--- src/rtl/pic_pkg.sv ---
package pic_pkg;
    localparam int IMM_W         = 64;
    localparam int MAX_IMM_BYTES = 16;
    localparam int LEN_W         = $clog2(MAX_IMM_BYTES + 1);
    localparam int LANES         = IMM_W / 8;
    localparam int TYPE_W        = 4;
    localparam int MODE_W        = 2;

    typedef enum logic [1:0] {
        ST_PREFIX = 2'd0,
        ST_IMM    = 2'd1,
        ST_DONE   = 2'd2
    } pic_state_e;

    typedef enum logic [1:0] {
        OSZ_NONE = 2'd0,
        OSZ_16   = 2'd1,
        OSZ_32   = 2'd2,
        OSZ_64   = 2'd3
    } osz_e;

    typedef struct packed {
        logic       repne;
        logic       rep;
        logic       lock;
        logic       asz;
        logic       osz;
        logic [2:0] seg;
    } pfx_vec_t;

    localparam logic [MODE_W-1:0] MODE_16 = 2'd0;
    localparam logic [MODE_W-1:0] MODE_32 = 2'd1;

    localparam logic [TYPE_W-1:0] IT_NONE  = 4'd0;
    localparam logic [TYPE_W-1:0] IT_BYTE  = 4'd1;
    localparam logic [TYPE_W-1:0] IT_WORD  = 4'd2;
    localparam logic [TYPE_W-1:0] IT_DWORD = 4'd3;
    localparam logic [TYPE_W-1:0] IT_QWORD = 4'd4;
    localparam logic [TYPE_W-1:0] IT_OWORD = 4'd5;
    localparam logic [TYPE_W-1:0] IT_VWORD = 4'd6;
    localparam logic [TYPE_W-1:0] IT_ZWORD = 4'd7;
    localparam logic [TYPE_W-1:0] IT_ENTER = 4'd8;
    localparam logic [TYPE_W-1:0] IT_PTR   = 4'd9;
endpackage

--- src/rtl/pic_prefix_decode.sv ---
module pic_prefix_decode
    import pic_pkg::*;
(
    input  pfx_vec_t   cur,
    input  logic [7:0] byte_in,
    output pfx_vec_t   nxt,
    output logic       hit
);
    always_comb begin
        nxt = cur;
        hit = 1'b1;
        unique case (byte_in)
            8'h66:   nxt.osz   = 1'b1;
            8'h67:   nxt.asz   = 1'b1;
            8'hF0:   nxt.lock  = 1'b1;
            8'hF3:   nxt.rep   = 1'b1;
            8'hF2:   nxt.repne = 1'b1;
            8'h2E:   nxt.seg   = 3'd1;
            8'h3E:   nxt.seg   = 3'd2;
            8'h26:   nxt.seg   = 3'd3;
            8'h64:   nxt.seg   = 3'd4;
            8'h65:   nxt.seg   = 3'd5;
            8'h36:   nxt.seg   = 3'd6;
            default: hit       = 1'b0;
        endcase
    end
endmodule

--- src/rtl/pic_opsize.sv ---
module pic_opsize
    import pic_pkg::*;
(
    input  logic [MODE_W-1:0] mode,
    input  logic              rex_present,
    input  logic              rex_w,
    input  logic              ovr,
    output osz_e              osz
);
    always_comb begin
        unique case (mode)
            MODE_16: osz = ovr ? OSZ_32 : OSZ_16;
            MODE_32: osz = ovr ? OSZ_16 : OSZ_32;
            default: begin
                if (rex_present && rex_w) osz = OSZ_64;
                else if (ovr)             osz = OSZ_16;
                else                      osz = OSZ_32;
            end
        endcase
    end
endmodule

--- src/rtl/pic_immlen.sv ---
module pic_immlen
    import pic_pkg::*;
(
    input  logic [TYPE_W-1:0] ityp,
    input  osz_e              osz,
    output logic [LEN_W-1:0]  len
);
    always_comb begin
        unique case (ityp)
            IT_BYTE:  len = LEN_W'(1);
            IT_WORD:  len = LEN_W'(2);
            IT_DWORD: len = LEN_W'(4);
            IT_QWORD: len = LEN_W'(8);
            IT_OWORD: len = LEN_W'(16);
            IT_ENTER: len = LEN_W'(3);
            IT_VWORD: len = (osz == OSZ_16) ? LEN_W'(2) : LEN_W'(4);
            IT_ZWORD: len = (osz == OSZ_16) ? LEN_W'(2) :
                            (osz == OSZ_64) ? LEN_W'(8) : LEN_W'(4);
            IT_PTR:   len = (osz == OSZ_16) ? LEN_W'(4) :
                            (osz == OSZ_64) ? LEN_W'(0) : LEN_W'(6);
            default:  len = LEN_W'(0);
        endcase
    end
endmodule

--- src/rtl/pfx_imm_collector.sv ---
module pfx_imm_collector
    import pic_pkg::*;
(
    input  logic        clk,
    input  logic        rst_n,
    input  logic        insn_start,
    input  logic        byte_vld,
    input  logic [7:0]  byte_in,
    input  logic        rex_present,
    input  logic        rex_w,
    input  logic [1:0]  mode,
    input  logic        imm_start,
    input  logic [3:0]  imm_type,
    output logic [7:0]  pfx_vec,
    output logic [1:0]  op_size,
    output logic [63:0] imm_value,
    output logic        imm_ready
);
    pic_state_e             state_q, state_d;
    pfx_vec_t               pfx_q, pfx_dec;
    logic                   dec_hit;
    osz_e                   osz_w;
    logic [LEN_W-1:0]       len_w, len_q, cnt_q;
    logic [IMM_W-1:0]       acc_q, acc_d, acc_ins;
    logic [LANES-1:0][7:0]  lane_d;
    logic                   take_imm, last_byte;

    pic_prefix_decode u_dec (
        .cur     (pfx_q),
        .byte_in (byte_in),
        .nxt     (pfx_dec),
        .hit     (dec_hit)
    );

    pic_opsize u_osz (
        .mode        (mode),
        .rex_present (rex_present),
        .rex_w       (rex_w),
        .ovr         (pfx_q.osz),
        .osz         (osz_w)
    );

    pic_immlen u_len (
        .ityp (imm_type),
        .osz  (osz_w),
        .len  (len_w)
    );

    assign take_imm  = (state_q == ST_IMM) && byte_vld;
    assign last_byte = take_imm && (cnt_q == len_q - LEN_W'(1));

    // per-lane write of the incoming immediate byte
    for (genvar k = 0; k < LANES; k++) begin : g_lane
        always_comb begin
            if (take_imm && (cnt_q == LEN_W'(k)))
                lane_d[k] = byte_in;
            else
                lane_d[k] = acc_q[k*8 +: 8];
        end
    end

    always_comb begin
        acc_ins = lane_d;
        if (last_byte && (len_q == LEN_W'(4)))
            acc_d = {{(IMM_W-32){acc_ins[31]}}, acc_ins[31:0]};
        else
            acc_d = acc_ins;
    end

    // next-state logic
    always_comb begin
        state_d = state_q;
        if (insn_start) begin
            state_d = ST_PREFIX;
        end else begin
            unique case (state_q)
                ST_PREFIX: if (imm_start)
                               state_d = (len_w == '0) ? ST_DONE : ST_IMM;
                ST_IMM:    if (last_byte) state_d = ST_DONE;
                ST_DONE:   state_d = ST_PREFIX;
                default:   state_d = ST_PREFIX;
            endcase
        end
    end

    // state register
    always_ff @(posedge clk or negedge rst_n) begin
        if (!rst_n) state_q <= ST_PREFIX;
        else        state_q <= state_d;
    end

    // datapath registers
    always_ff @(posedge clk or negedge rst_n) begin
        if (!rst_n) begin
            pfx_q <= '0;
            len_q <= '0;
            cnt_q <= '0;
            acc_q <= '0;
        end else if (insn_start) begin
            pfx_q <= '0;
            len_q <= '0;
            cnt_q <= '0;
            acc_q <= '0;
        end else begin
            unique case (state_q)
                ST_PREFIX: begin
                    if (imm_start) begin
                        len_q <= len_w;
                        cnt_q <= '0;
                        acc_q <= '0;
                    end else if (byte_vld && dec_hit) begin
                        pfx_q <= pfx_dec;
                    end
                end
                ST_IMM: begin
                    if (byte_vld) begin
                        cnt_q <= cnt_q + LEN_W'(1);
                        acc_q <= acc_d;
                    end
                end
                default: ;
            endcase
        end
    end

    // outputs
    always_comb begin
        pfx_vec   = pfx_q;
        op_size   = osz_w;
        imm_value = acc_q;
        imm_ready = (state_q == ST_DONE);
    end
endmodule

--- config.mk ---
export PLATFORM = sky130hd
export DESIGN_NAME = pfx_imm_collector
export DESIGN_NICKNAME = d
export VERILOG_FILES = /design/src/rtl/pic_pkg.sv /design/src/rtl/pic_prefix_decode.sv /design/src/rtl/pic_opsize.sv /design/src/rtl/pic_immlen.sv /design/src/rtl/pfx_imm_collector.sv
export SDC_FILE = /design/constraint.sdc
export NUM_CORES = 1
export LEC_CHECK = 0
export ABC_AREA = 1
export BUFFER_PORTS_ARGS = -buffer_cell sky130_fd_sc_hd__buf_2
export CELL_PAD_IN_SITES_DETAIL_PLACEMENT = 1
export CELL_PAD_IN_SITES_GLOBAL_PLACEMENT = 2
export CORE_MARGIN = 3
export CORE_UTILIZATION = 30
export DETAILED_ROUTE_END_ITERATION = 7
export PLACE_DENSITY = 0.88
export SETUP_SLACK_MARGIN = 0.2
export SLEW_MARGIN = 20
export SYNTH_ARGS = -nofsm -noshare
export SYNTH_HDL_FRONTEND = slang
export SYNTH_SLANG_ARGS = --single-unit
--- constraint.sdc ---
create_clock -name clk -period 2.6 [get_ports clk]
set_clock_uncertainty 0.2 [all_clocks]
set_input_delay 0.39 -clock clk [delete_from_list [all_inputs] [get_ports clk]]
set_output_delay 0.39 -clock clk [all_outputs]
set_load 0.02 [all_outputs]
# ---- Word-level counts from Yosys, hierarchy flattened
# Cells that the tools add are included.
dict set report word_totals {
  regBits 84
  input_bits 21
  elab_cells 145
}
dict set report classes {
  add_sub_neg 2
  eq_ne 42
  mux 46
  reduce_logical 41
}
# cell n
set ops {}
lappend ops {{2-to-1 mux 64 bit} 4}
lappend ops {{one-hot mux 64 bit (2 select lines)} 1}
lappend ops {{2-to-1 mux 8 bit} 12}
lappend ops {{one-hot mux 5 bit (9 select lines)} 1}
lappend ops {{2-to-1 mux 5 bit} 8}
lappend ops {{AND reduction 4 bit} 10}
lappend ops {{== test 8 x 6 -> 1 bit, second input constant} 4}
lappend ops {{== test 8 x 7 -> 1 bit, second input constant} 4}
lappend ops {{== test 5 x 3 -> 1 bit, second input constant} 5}
lappend ops {{== test 8 bit, second input constant} 3}
lappend ops {{one-hot mux 3 bit (6 select lines)} 1}
lappend ops {{== test 4 x 3 -> 1 bit, second input constant} 4}
lappend ops {{inequality test 4 x 2 -> 1 bit, second input constant} 4}
lappend ops {{nonzero test 2 bit} 8}
lappend ops {{2-to-1 mux 2 bit} 7}
lappend ops {{logical AND 1 bit} 13}
lappend ops {{OR reduction 11 bit} 1}
lappend ops {{== test 5 x 2 -> 1 bit, second input constant} 2}
lappend ops {{zero test 5 bit} 2}
lappend ops {{one-hot mux 5 bit (2 select lines)} 1}
lappend ops {{inequality test 3 bit, second input constant} 3}
lappend ops {{== test 4 x 2 -> 1 bit, second input constant} 2}
lappend ops {{== test 4 bit, second input constant} 2}
lappend ops {{one-hot mux 2 bit (2 select lines)} 2}
lappend ops {{other kinds (16)} 27}

# ---- Logic depth before layout (Yosys ltp)
# Gate-level depths: netlist of the first run.
dict set report depth {
  ltp_word 12
  depth_mapped 14
  depth_no_buf 12
}

# ---- Hierarchy
# A second synthesis of the first run with hierarchy kept.
dict set report hier_totals {
  cells_unflattened 561
  area_unflattened_um2 4275.4
}
# mod n_inst cells_per_inst area_each_um2
set by_module_without_submodules {}
lappend by_module_without_submodules {pfx_imm_collector 1 468 3842.4}
lappend by_module_without_submodules {pic_prefix_decode 1 54 259.0}
lappend by_module_without_submodules {pic_immlen 1 31 136.4}
lappend by_module_without_submodules {pic_opsize 1 8 37.5}

# ---- Least setup slack after synthesis of the first run
# OpenSTA, ideal clock, no wires.
dict set report synth_timing {
  kind {reg-to-reg}
  start {reg len_q[0]}
  end {reg acc_q[58] (netlist: imm_value[58])}
  arrival_ps 1730
  t_required_ps 2281
  setup_slack_ps 551
  path_stages_with_launch 15
  period_less_slack_ps 2049
  cell_sequence {dfrtp_1 -> inv_1 -> ha_1 -> inv_1 -> nand2_1 -> nand2_1 -> nand3_2 -> nor2_4 -> nand3_2 -> buf_6 -> nand2_2 -> nand2_4 -> buf_6 -> nand2_1 -> o21ai_2}
}
dict set report synth_via {
  elab_chain_cells 8
}
# element line_no
set synth_lines {}
lappend synth_lines {{from (decl)} pfx_imm_collector.sv:23} ;# logic [LEN_W-1:0] len_w, len_q, cnt_q;
lappend synth_lines {{from (signal assigned)} pfx_imm_collector.sv:108} ;# len_q <= len_w;
lappend synth_lines {{subtractor 5 x 1 -> 5 bit} pfx_imm_collector.sv:50} ;# assign last_byte = take_imm && (cnt_q == len_q - LEN_W'(1));
lappend synth_lines {{== test 5 bit} pfx_imm_collector.sv:50}
lappend synth_lines {{logical AND 1 bit} pfx_imm_collector.sv:50}
lappend synth_lines {{logical AND 1 bit (*)} pfx_imm_collector.sv:64} ;# if (last_byte && (len_q == LEN_W'(4)))
lappend synth_lines {{2-to-1 mux 64 bit} pfx_imm_collector.sv:64}
lappend synth_lines {{2-to-1 mux 64 bit} pfx_imm_collector.sv:116} ;# if (byte_vld) begin
lappend synth_lines {{one-hot mux 64 bit (2 select lines)} pfx_imm_collector.sv:105} ;# unique case (state_q)
lappend synth_lines {{2-to-1 mux 64 bit} pfx_imm_collector.sv:99} ;# end else if (insn_start) begin
lappend synth_lines {{to (signal assigned)} pfx_imm_collector.sv:98} ;# acc_q <= '0;
lappend synth_lines {{to (signal assigned)} pfx_imm_collector.sv:103} ;# acc_q <= '0;
lappend synth_lines {{to (signal assigned)} pfx_imm_collector.sv:118} ;# acc_q <= acc_d;
lappend synth_lines {{to (decl)} pfx_imm_collector.sv:24} ;# logic [IMM_W-1:0] acc_q, acc_d, acc_ins;
# Mark *: on every way between the ends. The rest lies on a longest branch, timed or not. The select of a mux whose other input is x is not followed.
# A chain may end at the register's enable or synchronous reset.

# ---- Worst setup path in the final report of the first run
dict set report layout_timing {
  start {reg len_q[0]}
  end {reg acc_q[52] (netlist: imm_value[52])}
}
# The elaborated chain is that of the path after synthesis.

==> flow_summary.toml, run 1 <==
[hold_path]
holdPathEnd = "imm_value[30]"
hold_path_class = "in -> reg"
hold_depth = 3
min-delay-start = "byte_in[6]"

[route]
dr.first_iter.drc_count = 193
dr.max_layer_used = "met4"
dr.pass1.iters = 4
route.met2.wl_mm = 6.01
wl_met1_mm = 5.74
wirelength_mm = 12.3
viasPerCell = 4.79
vias = 3878
wl_met3_um = 400
wl_per_cell_um = 15.2
drc = 0
ant_nets = 0

[worst_setup_path]
crit_chain = "inv_1 -> ha_1 -> inv_1 -> nand2_1 -> nand3_1 -> nand2_1 -> a21oi_2 -> nand3_4 -> nand2_1 -> nand3_1 -> o21ai_0"
crit_path_start_kind = "flip-flop"
path_class = "reg -> reg"
worstPathRequired_ns = 2.66
critPathCaptureType = "flip-flop"
critPathMaxStageDelay_ns = 0.38
path_common_cell = "nand2_1"
cp.arrival_ns = 2.23
crit_path_max_fanout = 12
crit_slowest_cell = "dfrtp_1"
reg2reg_depth = 11
r2r_end = "imm_value[52]"
r2r_setup_slack_ns = 0.42
rr_startpoint = "len_q[0]"

[timing]
worst_pin_slew_ns = 0.457
max-slew-margin-rel = 0.696
clock.fmax_mhz = 459
finalHoldViolCount = 0
fin_crit_sh = 0.838
final_max_slew_viol_count = 0
setup_tns_ns = 0
setup_viol = 0
grt_setup_unrepaired = "yes"
fin_crit_ns = 2.18

[yosys]
syn_area_um2 = 4210
ys_ff_latch = 84
ys_types = 35
synthCells = 530
ys_warn_count = 0
yosysSeqAreaShare = 0.499
syn-num-nets = 557
synthArstFlopShare = 1.00
synth-edff-count = 0
ys.flop_type = "dfrtp_1"
syn_avg_cell_area_um2 = 7.94

[finish]
layout-drive-gt1-share = 0.234
fin_area_um2 = 5190
layout.nets = 655
n_antenna_cell = 0
syn2layout_area_growth_pct = 23.2
postLayoutCoreUtil = 0.384

[die]
core-area_um2 = 13500
die_h_um = 124
io_pins = 96
row_count = 42
dieWidth_um = 124
initial_core_util = 0.312
dieArea_um2 = 15500

[cts]
clk_pin_slew_ns = 0.06
cts-root-buf = "clkbuf_16"
cts_sinks = 84
cts_tree = "yes"
max-clock-path-buffers = 2
htreeDepth = 3
numCtsBuffers = 9
insertion_delay_ns = 0.34

[global_route]
grt_max_degree = 55
grt_pass1_wl_mm = 20.8
grt_pass1_vias = 4085
overflow = 0
antenna_found_initial = 0
groute.usage.overall = 0.163

[power]
swShare = 0.338
pwr-share-clk = 0.352
p_seq_frac = 0.430
switching_power_mw = 1.16
internal_power_mw = 2.27
power.density_nw_per_um2 = 662
combPwrFrac = 0.218
finalPower_mw = 3.43
irDropWorstVdd_mv = 0.343
p_leak_nw = 2.72

[placement]
placed_area_um2 = 4860
place_congestion = 0.821
io_buffers = 95
dpl.hpwl_mm = 9.65

[job]
drv_cap = 0

[run_status]
status = "finished clean"
==> placed cells by master, fill, tap and decap left out, types with 2 or more instances in the layout <==
master and count:
nand2_1 151, buf_2 94, dfrtp_1 84, nor2_1 53, inv_1 48, o21ai_0 33
o21ai_1 31, nand3_1 28, a21oi_1 15, nand4_1 12, clkbuf_16 9, nor3_1 8
inv_2 7, ha_1 6, buf_4 6, nand3_2 5, o22ai_1 5, nand2_2 4
nand2_4 4, o21ai_2 4, inv_6 3, nor2_4 2, nor3b_1 2, o211ai_1 2
==> power by group through the flow <==
stage	clock network [mW]	logic, mW	registers, mW
global route	1.30	0.836	1.49
global placement	0	0.735	1.50
finish	1.21	0.748	1.48
CTS	1.25	0.755	1.48
floorplan	0	0.410	1.58
detailed placement	0	0.750	1.50
==> logic make-up after synthesis <==
logic type      share of synthesized area
fa+ha+maj                          0.0178
compound gates                      0.123
simple gates                        0.282
mux                               0.00268
buf+inv                            0.0722
xor+xnor                          0.00208
flops                               0.499
==> critical path: cells and delay by family, from the launching register on <==
| family | cells | cell delay [ns] |
|---|---|---|
| AND/OR/NAND/NOR | 6 | 0.66 |
| AO/OA/AOI/OAI | 2 | 0.41 |
| flip-flops | 1 | 0.38 |
| adder cells (fa/ha/maj) | 1 | 0.25 |
| buffers and inverters | 2 | 0.18 |
==> registers in the layout, indices dropped and copies added, names as in the netlist <==
| register | flops |
|---|---|
| len_q | 5 |
| cnt_q | 5 |
| state_q | 2 |
| imm_value | 64 |
| pfx_vec | 8 |
==> cell usage after synthesis (2+ instances only) <==
cell type / number / area (µm²)
dfrtp_1: 84 / 2100
nand3_1: 31 / 155
nor2_1: 53 / 199
o21ai_0: 36 / 180
buf_4: 3 / 22.5
nand2_4: 2 / 22.5
ha_1: 6 / 75.1
inv_1: 48 / 180
nand4_1: 12 / 75.1
buf_6: 3 / 33.8
o21ai_2: 4 / 35.0
nand2_2: 6 / 37.5
clkbuf_1: 2 / 7.51
o21ai_1: 28 / 140
nor3_1: 8 / 40.0
nor3b_1: 2 / 15.0
inv_2: 7 / 26.3
nor2_4: 2 / 22.5
a21oi_1: 15 / 75.1
o211ai_1: 2 / 15.0
nand3_2: 3 / 30.0
nand2_1: 151 / 567
buf_2: 6 / 30.0
o22ai_1: 5 / 31.3
==> through the flow <==
stage	instances	hold WS (ns)	worst slack [ns]
global route	809	0.304	0.179
detailed placement	791	0.172	0.265
floorplan	530	-0.106	0.551
global placement	791	0.161	0.329
finish	809	0.271	0.421
CTS	808	0.264	0.240
==> how the worst max path moves through the flow <==
| stage | slack [ns] | depth (start not counted) | end | from |
|---|---|---|---|---|
| after global routing | 0.18 | 12 | imm_value[33] | len_q[0] |
| after CTS | 0.24 | 11 | imm_value[55] | len_q[0] |
| after detailed placement | 0.26 | 11 | imm_value[55] | len_q[0] |
| final | 0.42 | 11 | imm_value[52] | len_q[0] |
| after floorplan | 0.55 | 14 | imm_value[58] | len_q[0] |
| after global placement | 0.33 | 10 | imm_value[49] | len_q[0] |
==> area by class of cell <==
| class | count | area [µm²] |
|---|---|---|
| Sequential cell | 84 | 2100 |
| Clock buffer | 10 | 229 |
| Tap cell | 176 | 220 |
| Inverter | 55 | 206 |
| Fill cell | 1665 | 8320 |
| Clock inverter | 6 | 47.5 |
| Timing Repair Buffer | 102 | 546 |
| Multi-Input combinational cell | 376 | 1840 |
==> routing by layer <==
layer	up-vias	track usage
met5	-	0
met4	0	0.0438
met3	11	0.0287
met2	76	0.282
met1	1871	0.209
li1	1920	-
==> repair_timing <==
action / 4_1_cts / 5_1_grt
setup endpoints to repair: 0 / 31
hold buffers: 1 / 0
gates resized for setup: 0 / 9
endpoints found under the hold margin: 30 / 0
buffers inserted: 0 / 1
Note: power is estimated with default switching activity, not from simulation.
==> run 2, diff against run 1 <==
Settings changed: CORE_UTILIZATION 30 to 28, PLACE_DENSITY 0.88 to 0.86.
Clock period 2.6 ns to 1.9 ns, I/O delays scaled along.
==> run 2 against run 1 <==
The flow now finishes with violations (negative setup slack); power increased by 68%; sequential share of layout area decreased by 11 points; clock-buffer cell count increased by 2; largest cell class is now multi-input combinational cells; design area grew 35%; core utilization increased by 9.5 points; sequential power up 38%; clock power rose by 45%; flip-flop and latch count unchanged.
==> flow_summary.toml, run 2 (same netlist as run 1, synthesis figures left out) <==
[worst_setup_path]
critPathCaptureType = "flip-flop"
rr_startpoint = "len_q[1]"
cp_num_buf_inv = 3
path_common_cell = "nand2_1"
crit_path_start_kind = "flip-flop"
path_delay_family = "simple AND/OR/NAND/NOR gates"
r2r_setup_slack_ns = -0.29
reg2reg_depth = 13
cp.arrival_ns = 2.22
r2r_end = "imm_value[56]"
worstPathRequired_ns = 1.93
path_class = "reg -> reg"
crit_path_max_fanout = 8
critPathMaxStageDelay_ns = 0.39
crit_slowest_cell = "dfrtp_1"
crit_chain = "inv_2 -> ha_4 -> inv_2 -> nand2_1 -> nand2_1 -> nand3_2 -> nor2_4 -> nand3_4 -> buf_6 -> nand2_8 -> nand2_8 -> nand2_1 -> o21ai_1"

[finish]
final_common_cell = "nand2_1"
postLayoutCoreUtil = 0.479
layout.nets = 757
largest_reg_flops = 64
layout_common_cells = "nand2_1, buf_2, dfrtp_1, buf_4, nand2_2"
layout-drive-gt1-share = 0.527
nFillCells = 1740
syn2layout_area_growth_pct = 66.6
register_area_um2 = 2100
multi_input_area_um2 = 2700
n_antenna_cell = 0
final_cells = 919

[route]
viasPerCell = 4.96
vias = 4559
dr.pass1.iters = 4
ant_nets = 0
dr.first_iter.drc_count = 207
wirelength_mm = 17.4
drc = 0
wl_per_cell_um = 18.9

[placement]
placedCellCount = 851
pre_cts_ws_ns = -0.385
dpl.hpwl_mm = 10.2
io_buffers = 95
place_congestion = 0.819

[cts]
insertion_delay_ns = 0.34
cts_tree = "yes"
cts_sinks = 84
max-clock-path-buffers = 2
numCtsBuffers = 9
clk_pin_slew_ns = 0.06
cts-root-buf = "clkbuf_16"
htreeDepth = 3

[die]
die_h_um = 129
dieArea_um2 = 16500
row_count = 44
initial_core_util = 0.287
dieWidth_um = 129
core-area_um2 = 14600
io_pins = 96

[timing]
worst_pin_slew_ns = 0.429
clock.fmax_mhz = 456
setup_viol = 45
setup_tns_ns = -8.12
final_max_slew_viol_count = 0
worst_slack_ns = -0.293
fin_crit_sh = 1.15
finalHoldViolCount = 0
grt_setup_unrepaired = "yes"
max-slew-margin-rel = 0.713
fin_crit_ns = 2.19

[power]
irDropWorstVdd_mv = 0.495
p_leak_nw = 3.53
power.density_nw_per_um2 = 821

[global_route]
grt_max_degree = 46
overflow = 0
grt_pass1_wl_mm = 23.6
antenna_found_initial = 0
groute.usage.overall = 0.181
grt_pass1_vias = 4616

[hold_path]
min-delay-start = "byte_in[3]"
holdPathEnd = "imm_value[27]"
hold_path_class = "in -> reg"
hold_depth = 3

[job]
drv_cap = 0

[run_status]
status = "complete, but fails checks"
violations = "negative setup slack"
==> run 2: cell count changes in the layout (fill, tap and decap cells not counted), moves of 13 or more <==
cell and delta:
o21ai_0 -29, nor2_1 -17, buf_4 +66, o21ai_2 +30, nand2_2 +34, buf_6 +22
nand2_1 -49, nand2_8 +13
==> run 2: routing by layer <==
| layer | vias up | GRT usage | share of wire |
|---|---|---|---|
| met5 | - | 0 | 0 |
| met4 | 0 | 0.0537 | 0.034 |
| met3 | 39 | 0.0286 | 0.031 |
| met2 | 109 | 0.337 | 0.55 |
| met1 | 2274 | 0.213 | 0.39 |
| li1 | 2137 | - | - |
==> run 2: repair_timing <==
item,in CTS,in global routing
endpoints found under the setup margin,72,86
pin swaps,17,36
buffers inserted,14,29
hold endpoints to repair,84,0
gates cloned,5,3
gates resized for setup,115,145
hold buffers,1,0
==> run 2: final cells by class <==
class	count	area share
clock buffer	12	0.0337
clock inverter	4	0.00714
inverter	55	0.0325
multi-input combinational	382	0.384
sequential	84	0.300
tap	184	0.0328
timing repair buffer	197	0.208
timing repair inverter	1	0.00125
==> run 2: worst register-to-register path, cell delays in order (launching register included) <==
cell     delay (ns)
dfrtp_1        0.39
inv_2          0.12
ha_4           0.22
inv_2          0.04
nand2_1        0.04
nand2_1        0.08
nand3_2        0.10
nor2_4         0.19
nand3_4        0.18
buf_6          0.19
nand2_8        0.10
nand2_8        0.09
nand2_1        0.08
o21ai_1        0.07
==> run 2: worst max path at each step <==
| stage | start | endpoint | cells after the start |
|---|---|---|---|
| 2_1_floorplan | len_q[0] | imm_value[61] | 14 |
| 3_3_place_gp | cnt_q[0] | imm_value[50] | 9 |
| 3_5_place_dp | len_q[0] | imm_value[33] | 11 |
| 4_1_cts | len_q[0] | imm_value[57] | 13 |
| 5_1_grt | len_q[0] | imm_value[56] | 13 |
| 6_report | len_q[1] | imm_value[56] | 13 |
==> run 2: per-stage QoR <==
| step | power (mW) | hold WS, ns | instance area [µm²] |
|---|---|---|---|
| 6_report | 5.75 | 0.0988 | 7010 |
| 4_1_cts | 5.33 | 0.132 | 6230 |
| 5_1_grt | 6.02 | 0.125 | 7010 |
| 2_1_floorplan | 2.77 | -0.211 | 4270 |
| 3_5_place_dp | 3.23 | 0.0922 | 5320 |
| 3_3_place_gp | 3.18 | 0.0847 | 5320 |
==> run 2: where the power goes <==
group	total (mW)	switching, mW	leakage (nW)	internal [mW]
registers	2.04	0.119	1.15	1.92
clock network	1.75	0.735	0.133	1.02
logic	1.96	1.19	2.26	0.770
